File: config.mk
export PLATFORM = sky130hd
export DESIGN_NAME = dtenure_ctrl
export DESIGN_NICKNAME = d
export VERILOG_FILES = /design/src/rtl/dtenure_pkg.sv /design/src/rtl/dten_claim_unit.sv /design/src/rtl/dten_beat_unit.sv /design/src/rtl/dtenure_ctrl.sv
export SDC_FILE = /design/constraint.sdc
export NUM_CORES = 1
export LEC_CHECK = 0
export BUFFER_PORTS_ARGS = -buffer_cell sky130_fd_sc_hd__buf_2
export CORE_MARGIN = 2
export CORE_UTILIZATION = 25
export CTS_CLUSTER_DIAMETER = 120
export DETAILED_ROUTE_END_ITERATION = 7
export SLEW_MARGIN = 0
export SYNTH_ARGS = -nofsm -noshare
export SYNTH_HDL_FRONTEND = slang
export SYNTH_SLANG_ARGS = --single-unit
File: constraint.sdc
create_clock -name clk_i -period 2 [get_ports clk_i]
set_clock_uncertainty 0.15 [all_clocks]
set_input_delay 0.1 -clock clk_i [delete_from_list [all_inputs] [get_ports clk_i]]
set_output_delay 0.1 -clock clk_i [all_outputs]
set_load 0.02 [all_outputs]
File: src/rtl/dtenure_pkg.sv
package dtenure_pkg;

  typedef struct packed {
    logic wr;
    logic burst;
  } xfer_t;

  function automatic int unsigned beat_cnt_w(input int unsigned beats);
    return (beats < 2) ? 1 : $clog2(beats);
  endfunction

endpackage

File: src/rtl/dten_claim_unit.sv
module dten_claim_unit #(
  parameter int unsigned HD_W = 3
) (
  input  logic            clk_i,
  input  logic            rst_i,
  input  logic            start_i,
  input  logic [HD_W-1:0] hd_i,
  input  logic            clear_i,
  input  logic            claim_i,
  output logic            decided_o,
  output logic            claimed_o
);

  logic            armed;
  logic [HD_W-1:0] cnt;
  logic            claim_q;
  logic            decided;
  logic            claimed;

  always_ff @(posedge clk_i) begin
    if (rst_i) begin
      armed   <= 1'b0;
      cnt     <= '0;
      claim_q <= 1'b0;
      decided <= 1'b0;
      claimed <= 1'b0;
    end else begin
      claim_q <= claim_i;
      if (clear_i) begin
        armed   <= 1'b0;
        decided <= 1'b0;
        claimed <= 1'b0;
      end else if (start_i) begin
        armed   <= 1'b1;
        cnt     <= hd_i;
        decided <= 1'b0;
        claimed <= 1'b0;
      end else if (armed) begin
        if (cnt == '0) begin
          armed   <= 1'b0;
          decided <= 1'b1;
          claimed <= claim_i & ~claim_q;
        end else begin
          cnt <= cnt - 1'b1;
        end
      end
    end
  end

  assign decided_o = decided;
  assign claimed_o = claimed;

  // a level held over from the previous clock never becomes a claim
  p_stale_claim_ignored_r7: assert property (@(posedge clk_i) disable iff (rst_i)
    (armed && cnt == '0 && claim_q && !clear_i && !start_i) |=> !claimed_o);

  // a decision only appears after an armed countdown
  p_decide_from_armed_r5: assert property (@(posedge clk_i) disable iff (rst_i)
    $rose(decided_o) |-> $past(armed));

endmodule

File: src/rtl/dten_beat_unit.sv
module dten_beat_unit
  import dtenure_pkg::*;
#(
  parameter int unsigned BURST_BEATS = 4
) (
  input  logic clk_i,
  input  logic rst_i,
  input  logic start_i,
  input  logic burst_i,
  input  logic ta_i,
  input  logic retry_i,
  input  logic grant_i,
  output logic active_o,
  output logic last_o,
  output logic done_o,
  output logic err_o
);

  localparam int unsigned BW = beat_cnt_w(BURST_BEATS);

  logic          active;
  logic [BW-1:0] beats;
  logic [BW-1:0] last_idx;
  logic          done_q;
  logic          err_q;

  assign last_idx = burst_i ? BW'(BURST_BEATS - 1) : '0;
  assign last_o   = active & ta_i & (beats == last_idx) & ~retry_i;

  always_ff @(posedge clk_i) begin
    if (rst_i) begin
      active <= 1'b0;
      beats  <= '0;
      done_q <= 1'b0;
      err_q  <= 1'b0;
    end else begin
      done_q <= 1'b0;
      err_q  <= grant_i & active;
      if (retry_i) begin
        active <= 1'b0;
        beats  <= '0;
      end else if (active && ta_i) begin
        if (beats == last_idx) begin
          active <= 1'b0;
          beats  <= '0;
          done_q <= 1'b1;
        end else begin
          beats <= beats + 1'b1;
        end
      end else if (start_i) begin
        active <= 1'b1;
        beats  <= '0;
      end
    end
  end

  assign active_o = active;
  assign done_o   = done_q;
  assign err_o    = err_q;

  // the beat index never runs past the programmed length
  p_beat_bound_r3: assert property (@(posedge clk_i) disable iff (rst_i)
    active |-> (beats <= last_idx));

  // completion coincides with the bus already released
  p_done_released_r3: assert property (@(posedge clk_i) disable iff (rst_i)
    done_o |-> !active_o);

endmodule

File: src/rtl/dtenure_ctrl.sv
module dtenure_ctrl
  import dtenure_pkg::*;
#(
  parameter int unsigned HD_W        = 3,
  parameter int unsigned BURST_BEATS = 4
) (
  input  logic            clk_i,
  input  logic            rst_i,
  input  logic            addr_valid_i,
  output logic            addr_ready_o,
  input  logic            addr_write_i,
  input  logic            addr_burst_i,
  input  logic            addr_snoop_i,
  input  logic            addr_global_i,
  input  logic [HD_W-1:0] addr_hitdly_i,
  input  logic            dbg_i,
  input  logic            ta_i,
  input  logic            artry_i,
  input  logic            claim_i,
  output logic            wdat_valid_o,
  output logic            dbus_oe_o,
  output logic            ack_en_o,
  output logic            claimed_o,
  output logic            gbl_o,
  output logic            done_o,
  output logic            err_o
);

  logic  pend;
  xfer_t xfer;
  logic  active;
  logic  last_beat;
  logic  decided;
  logic  claimed;
  logic  accept;
  logic  qual_retry;
  logic  start;

  assign addr_ready_o = ~pend & ~active;
  assign accept       = addr_valid_i & addr_ready_o;
  assign qual_retry   = artry_i & (pend | active);
  assign start        = dbg_i & pend & ~active & ~qual_retry;

  always_ff @(posedge clk_i) begin
    if (rst_i) begin
      pend <= 1'b0;
      xfer <= '0;
    end else if (qual_retry || start) begin
      pend <= 1'b0;
    end else if (accept) begin
      pend       <= 1'b1;
      xfer.wr    <= addr_write_i;
      xfer.burst <= addr_burst_i;
    end
  end

  dten_claim_unit #(.HD_W(HD_W)) u_claim (
    .clk_i     (clk_i),
    .rst_i     (rst_i),
    .start_i   (accept),
    .hd_i      (addr_hitdly_i),
    .clear_i   (qual_retry | last_beat),
    .claim_i   (claim_i),
    .decided_o (decided),
    .claimed_o (claimed)
  );

  dten_beat_unit #(.BURST_BEATS(BURST_BEATS)) u_beat (
    .clk_i    (clk_i),
    .rst_i    (rst_i),
    .start_i  (start),
    .burst_i  (xfer.burst),
    .ta_i     (ta_i),
    .retry_i  (qual_retry),
    .grant_i  (dbg_i),
    .active_o (active),
    .last_o   (last_beat),
    .done_o   (done_o),
    .err_o    (err_o)
  );

  assign wdat_valid_o = active & xfer.wr;
  assign ack_en_o     = active & decided & ~claimed;
  assign dbus_oe_o    = active & decided & ~claimed & ~xfer.wr;
  assign claimed_o    = claimed;
  assign gbl_o        = accept & (addr_snoop_i | addr_global_i);

  // a write grant with a waiting address gives valid data next clock
  p_grant_to_valid_r2: assert property (@(posedge clk_i) disable iff (rst_i)
    (dbg_i && pend && !active && !artry_i && xfer.wr) |=> wdat_valid_o);

  // a qualified retry leaves nothing open and reports no completion
  p_retry_clears_r4: assert property (@(posedge clk_i) disable iff (rst_i)
    (artry_i && (pend || active)) |=> (!active && !done_o && !claimed_o && addr_ready_o));

  // a claimed tenure keeps the bridge off the bus
  p_claim_blocks_r6: assert property (@(posedge clk_i) disable iff (rst_i)
    claimed_o |-> (!ack_en_o && !dbus_oe_o));

  // bridge-started snoops are always coherent
  p_snoop_gbl_r8: assert property (@(posedge clk_i) disable iff (rst_i)
    (addr_valid_i && addr_ready_o && addr_snoop_i) |-> gbl_o);

  // a grant during an open tenure is reported next clock
  p_grant_overlap_r9: assert property (@(posedge clk_i) disable iff (rst_i)
    (dbg_i && active) |=> err_o);

  // no address is taken while ready is low
  p_ready_hold_r1: assert property (@(posedge clk_i) disable iff (rst_i)
    (!addr_ready_o && !artry_i && !last_beat) |=> $stable(xfer));

endmodule

==> results.json, run 1 <==
{
  "relSlewSlack_pct": 73.45,
  "cp-start-kind": "register",
  "wl_mm": 1.607,
  "violations": "DRC",
  "syn-num-nets": 105,
  "vias_per_cell": 4.763,
  "h-tree-depth": 1,
  "r2r_end": "xfer[0]$_SDFFE_PP0P_",
  "syn_area_um2": 748.2,
  "finalSetupViolations": 0,
  "synth_top_cell_area_share_pct": 40.13,
  "drcViolationCount": 3,
  "grt_usage_pct": 10.08,
  "grt_setup_unrepaired": "false",
  "die_height_um": 58.71,
  "arrival_ns": 1.90,
  "port-buffer-count": 21,
  "hp-start": "artry_i",
  "syn_area_per_cell_um2": 8.407,
  "cp_max_fo": 10,
  "grt_pass1_vias": 675,
  "maxSlewViolCount": 0,
  "r2r-start": "u_beat.active_o$_SDFFE_PP0P_",
  "hold_viol_final": 0,
  "gp_congestion": 0.7664,
  "first_pass_iters": 6,
  "synthCells": 89,
  "drt_iter0_drc": 39,
  "worstRegToRegCells": 5,
  "grt-ovfl-total": 0,
  "ys_seq_area_share_pct": 40.13,
  "insertion_delay_ns": 0.28,
  "fin_setup_tns_ns": 0,
  "rows": 19,
  "hold_path.class": "primary input to register",
  "min_to": "u_beat.active_o$_SDFFE_PP0P_",
  "power_density_mw_per_mm2": 680.2,
  "numCtsBuffers": 3,
  "path_class": "register to register",
  "max_cap_violations": 0,
  "antenna_found_initial": 0,
  "yosysTopAreaCell": "dfxtp_1",
  "ys_warn_count": 0,
  "vias": 724,
  "fmax_mhz": 532.8,
  "status": "finished, violations left",
  "die_w_um": 58.71,
  "peakVddDrop_mv": 0.2393,
  "drive_gt1_share_pct": 28.93,
  "start_util_pct": 26.67,
  "clockRootBuffer": "clkbuf_4",
  "fin_crit_ns": 1.877,
  "ys_types": 31,
  "syn_to_final_growth_pct": 33.95,
  "min_path_cells": 4,
  "p_leak_nw": 0.4510,
  "grt_pass1_wl_mm": 2.718,
  "grt_max_degree": 11,
  "reg2reg_slack_ns": 0.12,
  "finalCritPeriodShare_pct": 93.84,
  "tritoncts": "built",
  "tightest_slew_ns": 0.3975,
  "routedWlPerCell_um": 10.57,
  "io-pin-count": 22,
  "required_ns": 2.02,
  "antennaDiodeCount": 0,
  "core_area_mm2": 0.002805,
  "cts_buffer_depth": 2,
  "die_area_mm2": 0.003446,
  "dpl.hpwl_mm": 1.224,
  "nets": 138,
  "synth_area_leaders": "dfxtp_1 (40%), nor2_1 (7.0%), nand2_1 (6.0%)",
  "power.total_mw": 0.6817,
  "cts.clk_slew.worst_paths_ns": 0.08,
  "endpoint_kind": "register",
  "yosys_register_bits": 15,
  "clock-sinks": 15,
  "final_antenna_net_count": 0
}
## worst max-delay path, cell delays in order (launching register included)
cell and delay [ns]:
dfxtp_2 0.39, nor3b_2 0.27, buf_6 0.18, mux2i_1 0.19, nor2_1 0.05, dlygate4sd3_1 0.55
## power breakdown
group          internal [mW]  switching [mW]
sequential             0.319          0.0156
combinational         0.0834          0.0898
clock                 0.0742          0.0996
## synth_stat cells, drive strengths merged
cell and instances:
clkbuf 1, nand4b 1, a21o 1, nor2b 2, a31oi 2, dfxtp 15, or3 1, nor3b 1
and2 1, nand3 5, ha 2, inv 3, a21oi 8, nor3 2, a21bo 1, a221oi 1
o21bai 1, buf 2, o21ai 4, a21boi 1, mux2i 2, nand2b 3, nor2 15, or3b 1
nand2 12, or2 1
## placed cells by master, fill, tap and decap left out, types with 3 or more instances in the layout
cell            n
buf_2          21
nor2_1         14
dfxtp_1        14
nand2_1        12
dlygate4sd3_1   9
a21oi_1         7
nand3_1         5
inv_1           3
nand2b_1        3
clkbuf_4        3
## flip-flops by register name (all words and copies together), names as in the netlist
signal / flops
u_claim.claim_q: 1
pend: 1
u_claim.armed: 1
u_claim.claimed_o: 1
u_claim.cnt: 3
u_beat.done_o: 1
u_beat.active_o: 1
xfer: 2
u_beat.err_o: 1
u_claim.decided_o: 1
u_beat.beats: 2
## what timing repair did
item,4_1_cts,5_1_grt
gates resized for setup,0,2
setup endpoints to repair,0,2
buffers inserted,0,0
endpoints found under the hold margin,10,0
hold buffers,9,0
## layout make-up
type | instances | area, µm²
Clock buffer | 3 | 22.52
Clock inverter | 1 | 5.005
Fill cell | 311 | 1803
Inverter | 3 | 11.26
Multi-Input combinational cell | 68 | 416.7
Sequential cell | 15 | 301.5
Tap cell | 31 | 38.79
Timing Repair Buffer | 31 | 206.4
## layer usage
| metal | wire length (µm) | part of all wire (%) | vias to the layer above | GRT usage, % |
|---|---|---|---|---|
| met5 | 0 | 0 | - | 0 |
| met4 | 23 | 1.4 | 0 | 3.571 |
| met3 | 85 | 5.3 | 4 | 3.297 |
| met2 | 807 | 50 | 17 | 17.17 |
| met1 | 690 | 43 | 338 | 11.83 |
| li1 | - | - | 365 | - |
## per-stage QoR
stage / instance area (µm²) / util [%] / hold WS (ns) / cells / worst slack, ns
after floorplan: 748.2 / - / 0.07061 / 89 / 0.4399
after global placement: 879.6 / 31.36 / 0.1855 / 139 / 0.3995
after detailed placement: 879.6 / 31.36 / 0.1920 / 139 / 0.3386
after CTS: 997.2 / 35.55 / 0.009635 / 152 / 0.02872
after global routing: 1002 / 35.73 / 0.03652 / 152 / 0.0006850
final: 1002 / 35.73 / 0.01137 / 152 / 0.1231
## kinds of logic after synthesis
group                    after synthesis  synth area share (%)
AO/OA/AOI/OAI                         19                 19.73
adder cells (fa/ha/maj)                2                 3.344
buffers and inverters                  6                 4.179
flip-flops                            15                 40.13
multiplexers                           2                 2.676
AND/OR/NAND/NOR                       45                 29.93
## worst max-delay path by stage
stage | startpoint | to | slack, ns | cells past startpoint
global placement | u_claim.cnt[0]$_SDFFE_PP0P_ | u_claim.cnt[0]$_SDFFE_PP0P_ | 0.40 | 7
global route | u_beat.active_o$_SDFFE_PP0P_ | xfer[0]$_SDFFE_PP0P_ | 0.0007 | 5
floorplan | u_claim.cnt[0]$_SDFFE_PP0P_ | u_claim.cnt[0]$_SDFFE_PP0P_ | 0.44 | 7
CTS | u_beat.active_o$_SDFFE_PP0P_ | xfer[0]$_SDFFE_PP0P_ | 0.03 | 5
detailed placement | u_claim.cnt[0]$_SDFFE_PP0P_ | u_claim.cnt[0]$_SDFFE_PP0P_ | 0.34 | 7
finish | u_beat.active_o$_SDFFE_PP0P_ | xfer[0]$_SDFFE_PP0P_ | 0.12 | 5
Note: power is estimated with default switching activity, not from simulation.
==> inputs of run 2 (changes only) <==
Settings changed: ABC_AREA set to 1.
==> run 2 against run 1 <==
Effect of this change:
- the flow now finishes without violations
- non-clock buffer count down 3
- synthesized cell count up 18%
- power up 4.1%
- clock power down 2%
- largest cell class unchanged
- highest routed layer unchanged
==> results.json, run 2 <==
{
  "drcViolationCount": 0,
  "cp_max_fo": 7,
  "ys_seq_area_share_pct": 40.34,
  "grt_usage_pct": 9.672,
  "synthTopCellsByCount": "nand2_1 (26), nor2_1 (17), dfxtp_1 (15), inv_1 (13), o21ai_0 (7)",
  "yosys_register_bits": 15,
  "cts_resized": 0,
  "synthArstFlopShare_pct": 0,
  "final_cell_count_no_fill": 168,
  "grt-ovfl-total": 0,
  "top_register": "u_claim.cnt",
  "core_area_mm2": 0.002781,
  "drive_gt1_share_pct": 27.01,
  "wl_mm": 1.436,
  "peakVddDrop_mv": 0.3806,
  "synth_area_leaders": "dfxtp_1 (40%), nand2_1 (13%), nor2_1 (8.6%)",
  "insertion_delay_ns": 0.28,
  "p_leak_nw": 0.4704,
  "grt_pass1_vias": 644,
  "grt_setup_unrepaired": "false",
  "cts_buffer_depth": 2,
  "syn_to_final_growth_pct": 32.27,
  "tightest_slew_ns": 0.2867,
  "fillCellCount": 303,
  "synthCells": 105,
  "dpl.hpwl_mm": 1.165,
  "io-pin-count": 22,
  "top_regs": "u_claim.cnt x3, u_beat.beats x2, xfer x2",
  "h-tree-depth": 1,
  "largest_register_ffs": 3,
  "syn_area_per_cell_um2": 7.090,
  "grt_pass1_wl_mm": 2.539,
  "fin_setup_tns_ns": 0,
  "synth_top_cell_area_share_pct": 40.34,
  "yosysTopAreaCell": "dfxtp_1",
  "die_height_um": 58.57,
  "final_cell_mix": "nand2_1 (26), buf_2 (21), nor2_1 (17)",
  "max_cap_violations": 0,
  "first_pass_iters": 4,
  "cts.clk_slew.worst_paths_ns": 0.09,
  "numCtsBuffers": 3,
  "setup_ws_ns": 0.4678,
  "endpoint_kind": "primary output",
  "placed_cell_area_um2": 888.4,
  "finalCritPeriodShare_pct": 76.61,
  "die_area_mm2": 0.003430,
  "path_class": "register to primary output",
  "pre_cts_ws_ns": 0.5919,
  "synth_flop_cell": "dfxtp_1",
  "rows": 19,
  "fmax_mhz": 652.7,
  "multi_input_area_um2": 381.6,
  "synth-edff-count": 0,
  "gp_congestion": 0.7540,
  "ys_types": 20,
  "antennaDiodeCount": 0,
  "vias_per_cell": 4.298,
  "yosysMostFrequentCell": "nand2_1",
  "clock-sinks": 15,
  "syn-num-nets": 121,
  "fin_crit_ns": 1.532,
  "drt_iter0_drc": 10,
  "maxSlewViolCount": 0,
  "cts_hold_buf": 7,
  "tritoncts": "built",
  "cts_setup_buffers": 0,
  "power_density_mw_per_mm2": 720.5,
  "final_core_util_pct": 35.40,
  "arrival_ns": 1.28,
  "syn_area_um2": 744.5,
  "vias": 722,
  "status": "finished clean",
  "final_antenna_net_count": 0,
  "grt_max_degree": 9,
  "hold_viol_final": 0,
  "final_cell_area_um2": 984.7,
  "port-buffer-count": 21,
  "final_common_cell": "nand2_1",
  "hold_ws_ns": 0.01890,
  "antenna_found_initial": 0,
  "nets": 154,
  "start_util_pct": 26.77,
  "relSlewSlack_pct": 80.86,
  "ys_warn_count": 0,
  "register_area_um2": 300.3,
  "die_w_um": 58.57,
  "hold_path.class": "primary input to register",
  "cp-start-kind": "register",
  "finalSetupViolations": 0,
  "required_ns": 1.75,
  "dp.cells": 157,
  "clockRootBuffer": "clkbuf_4",
  "routedWlPerCell_um": 8.548,
  "power.total_mw": 0.7095
}
## run 2: cell types whose count changed after synthesis, sizes merged, moves of 3 or more
cell    previous run  this run
a21oi              8         3
inv                3        15
nand2b             3         0
nor2              15        23
o21ai              4         9
nand2             12        28
## run 2: final timing paths
path | slack (ns) | from | to | cells past startpoint
worst max-delay path | 0.47 | u_beat.active_o$_SDFFE_PP0P_ | dbus_oe_o | 3
worst min-delay path | 0.02 | artry_i | u_beat.active_o$_SDFFE_PP0P_ | 4
worst max register to register | 0.58 | u_claim.cnt[0]$_SDFFE_PP0P_ | u_claim.cnt[2]$_SDFFE_PP0P_ | 7
worst min register to register | 0.33 | u_claim.decided_o$_SDFFE_PP0P_ | u_claim.decided_o$_SDFFE_PP0P_ | 2
## run 2: area by class of cell
class / count / area share, %
multi-input cells: 74 / 38.75
repair buffers: 28 / 17.79
clock buffers: 4 / 2.668
well taps: 31 / 3.939
flip-flops and latches: 15 / 30.50
inverters: 16 / 6.353
## run 2: critical path, cell delays in order (launching register included)
cell	delay [ns]
dfxtp_1	0.49
inv_1	0.09
nor4_1	0.21
buf_2	0.20
## run 2: power breakdown
part | total (mW) | internal [mW] | switching [mW]
sequential | 0.342 | 0.325 | 0.0171
clock | 0.170 | 0.0773 | 0.0924
combinational | 0.198 | 0.0822 | 0.115
total | 0.709 | 0.485 | 0.225
## run 2: cells by family (layout without fill, tap and decap cells)
kind of cell / after synthesis / in the layout / synth area share, %
DFF: 15 / 15 / 40.34
and+or+nand+nor: 60 / 60 / 39.83
adders and majority gates: 2 / 2 / 3.361
AOI/OAI and AO/OA: 12 / 12 / 8.066
buffers and inverters: 16 / 48 / 8.403
## run 2: layer usage
| layer | up-vias | wire length, µm | global-route usage, % |
|---|---|---|---|
| li1 | 388 | - | - |
| met5 | - | 0 | 0 |
| met4 | 0 | 38 | 6.818 |
| met3 | 4 | 84 | 1.978 |
| met2 | 17 | 639 | 14.77 |
| met1 | 313 | 673 | 12.11 |
==> inputs of run 3 (changes only) <==
Clock period 2 ns to 1.2 ns, I/O delays scaled along.
==> run 3 against run 2 <==
Effect of this change:
- count of clock-buffer cells in the layout is 1 lower
- via count is 12% higher
- first-iteration DRC count down 20%
- sequential share of layout area fell by 5.8 points
- the flow now finishes with violations (setup timing)
- non-clock buffer count rose by 13
- critical endpoint is now gbl_o
- flip-flop and latch count unchanged
- global-route usage increased by 2.4 points
- combinational power rose to 2.5 times the previous value
- register-to-register slack got worse by 0.73 ns
- critical path type unchanged
==> results.json, run 3 (synthesis results as in run 2) <==
{
  "dpl.hpwl_mm": 1.284,
  "cp_cell_sequence": "nor2_4, nand2_4, buf_6, nor2_4, buf_6",
  "critPathMaxStageDelay_ns": 0.37,
  "maxSlewViolCount": 0,
  "die_area_mm2": 0.003430,
  "clockRootBuffer": "clkbuf_4",
  "die_height_um": 58.57,
  "pre_cts_ws_ns": -0.09710,
  "hold_viol_final": 0,
  "rows": 19,
  "port-buffer-count": 21,
  "fillCellCount": 278,
  "numCtsBuffers": 3,
  "final_antenna_net_count": 0,
  "h-tree-depth": 1,
  "arrival_ns": 1.15,
  "grt_pass1_wl_mm": 3.139,
  "setup_ws_ns": -0.1566,
  "required_ns": 0.99,
  "path_class": "register to primary output",
  "violations": "setup timing",
  "finalCritPeriodShare_pct": 113.1,
  "top_register": "u_claim.cnt",
  "final_cell_mix": "nand2_1 (17), buf_2 (17), dfxtp_1 (12)",
  "finalSetupViolations": 17,
  "fmax_mhz": 737.1,
  "endpoint_kind": "primary output",
  "top_regs": "u_claim.cnt x3, u_beat.beats x2, xfer x2",
  "peakVddDrop_mv": 0.6829,
  "max_cap_violations": 0,
  "reg2reg_slack_ns": -0.15,
  "drcViolationCount": 0,
  "wl_mm": 1.938,
  "cts.clk_slew.worst_paths_ns": 0.09,
  "grt_max_degree": 10,
  "r2r-start": "u_beat.active_o$_SDFFE_PP0P_",
  "cts_buffer_depth": 2,
  "largest_register_ffs": 3,
  "tightest_slew_ns": 0.2813,
  "antenna_found_initial": 0,
  "cp_slowest_cell": "dfxtp_4",
  "vias_per_cell": 4.470,
  "core_area_mm2": 0.002781,
  "grt-ovfl-total": 0,
  "tritoncts": "built",
  "cp-start-kind": "register",
  "final_cell_area_mm2": 0.001241,
  "grt_usage_pct": 12.07,
  "endpoint": "gbl_o",
  "vias": 809,
  "relSlewSlack_pct": 81.12,
  "syn_to_final_growth_pct": 66.72,
  "status": "finished, violations left",
  "placed_cell_area_um2": 975.9,
  "io-pin-count": 22,
  "power_density_mw_per_mm2": 1109,
  "r2r_end": "u_claim.cnt[2]$_SDFFE_PP0P_",
  "die_w_um": 58.57,
  "worstRegToRegCells": 8,
  "routedWlPerCell_um": 10.71,
  "insertion_delay_ns": 0.29,
  "hold_path.class": "primary input to register",
  "first_pass_iters": 4,
  "clock-sinks": 15,
  "nets": 167,
  "gp_congestion": 0.8054,
  "grt_pass1_vias": 755,
  "start_util_pct": 26.77,
  "crit_path_start": "u_beat.active_o$_SDFFE_PP0P_",
  "drive_gt1_share_pct": 54.00,
  "grt_setup_unrepaired": "true",
  "p_leak_nw": 0.5823,
  "antennaDiodeCount": 0,
  "cp_max_fo": 3,
  "drt_iter0_drc": 8,
  "fin_crit_ns": 1.357
}
run 3: cell types whose count changed in the layout (fill, tap and decap cells not counted), moves of 3 or more:
| cell | previous run | this run |
|---|---|---|
| nor2_2 | 4 | 7 |
| nand2_2 | 0 | 7 |
| buf_6 | 0 | 4 |
| inv_1 | 13 | 8 |
| nand2_1 | 26 | 17 |
| buf_4 | 0 | 11 |
| buf_2 | 21 | 17 |
| nor2_4 | 2 | 5 |
| dfxtp_1 | 15 | 12 |
| inv_2 | 1 | 6 |
| nor2_1 | 17 | 11 |
run 3: what timing repair did:
item                                    in CTS  in global routing
gates cloned                                 0                  0
setup buffers                                3                  0
pin swaps                                    7                  5
gates resized for setup                     27                 14
endpoints found under the setup margin      11                 18
hold buffers                                 9                  0
endpoints found under the hold margin       11                  0
run 3: power breakdown:
group	total [mW]	switching (mW)	internal, mW
Sequential	0.576	0.0327	0.543
Clock	0.300	0.176	0.124
Combinational	0.500	0.272	0.228
run 3: worst min path at each step:
stage             from                         end  slack [ns]  cells past startpoint
2_1_floorplan    rst_i     u_beat.err_o$_SDFF_PP0_       -0.02                      1
3_3_place_gp   claim_i  u_claim.claim_q$_SDFF_PP0_        0.14                      3
4_1_cts           ta_i    u_beat.done_o$_SDFF_PP0_        0.07                      5
5_1_grt           ta_i    u_beat.done_o$_SDFF_PP0_        0.09                      5
3_5_place_dp   claim_i  u_claim.claim_q$_SDFF_PP0_        0.15                      3
6_report          ta_i    u_beat.done_o$_SDFF_PP0_        0.09                      5
run 3: area by class of cell:
type,count,area (µm²),area share [%]
inverter,16,66.31,5.343
sequential,15,306.5,24.70
tap,31,38.79,3.125
clock inverter,1,5.005,0.4032
multi-input combinational,74,499.2,40.22
clock buffer,3,22.52,1.815
timing repair buffer,41,302.8,24.40
run 3: routing by layer:
| layer | GRT usage, % | part of all wire, % | up-vias |
|---|---|---|---|
| met5 | 0 | 0 | - |
| met4 | 5.844 | 1.9 | 0 |
| met3 | 1.978 | 4.0 | 5 |
| met2 | 21.03 | 54 | 21 |
| met1 | 14.34 | 40 | 366 |
| li1 | - | - | 417 |
run 3: metrics by stage:
stage	cells	total power [mW]	hold WS (ns)	TNS, ns	utilization [%]
after global routing	181	1.485	0.08798	-2.724	44.62
after CTS	181	1.351	0.07021	-1.479	42.74
after floorplan	105	0.8493	-0.01825	-0.1375	-
final	181	1.376	0.08592	-1.230	44.62
after global placement	165	0.9535	0.1369	-0.2662	35.09
after detailed placement	165	0.9618	0.1452	-0.3742	35.09
run 3: critical path, delay by kind of cell (launching register included):
family,cells,cell delay (ns)
buffers and inverters,2,0.24
flip-flops,1,0.37
AND/OR/NAND/NOR,3,0.26
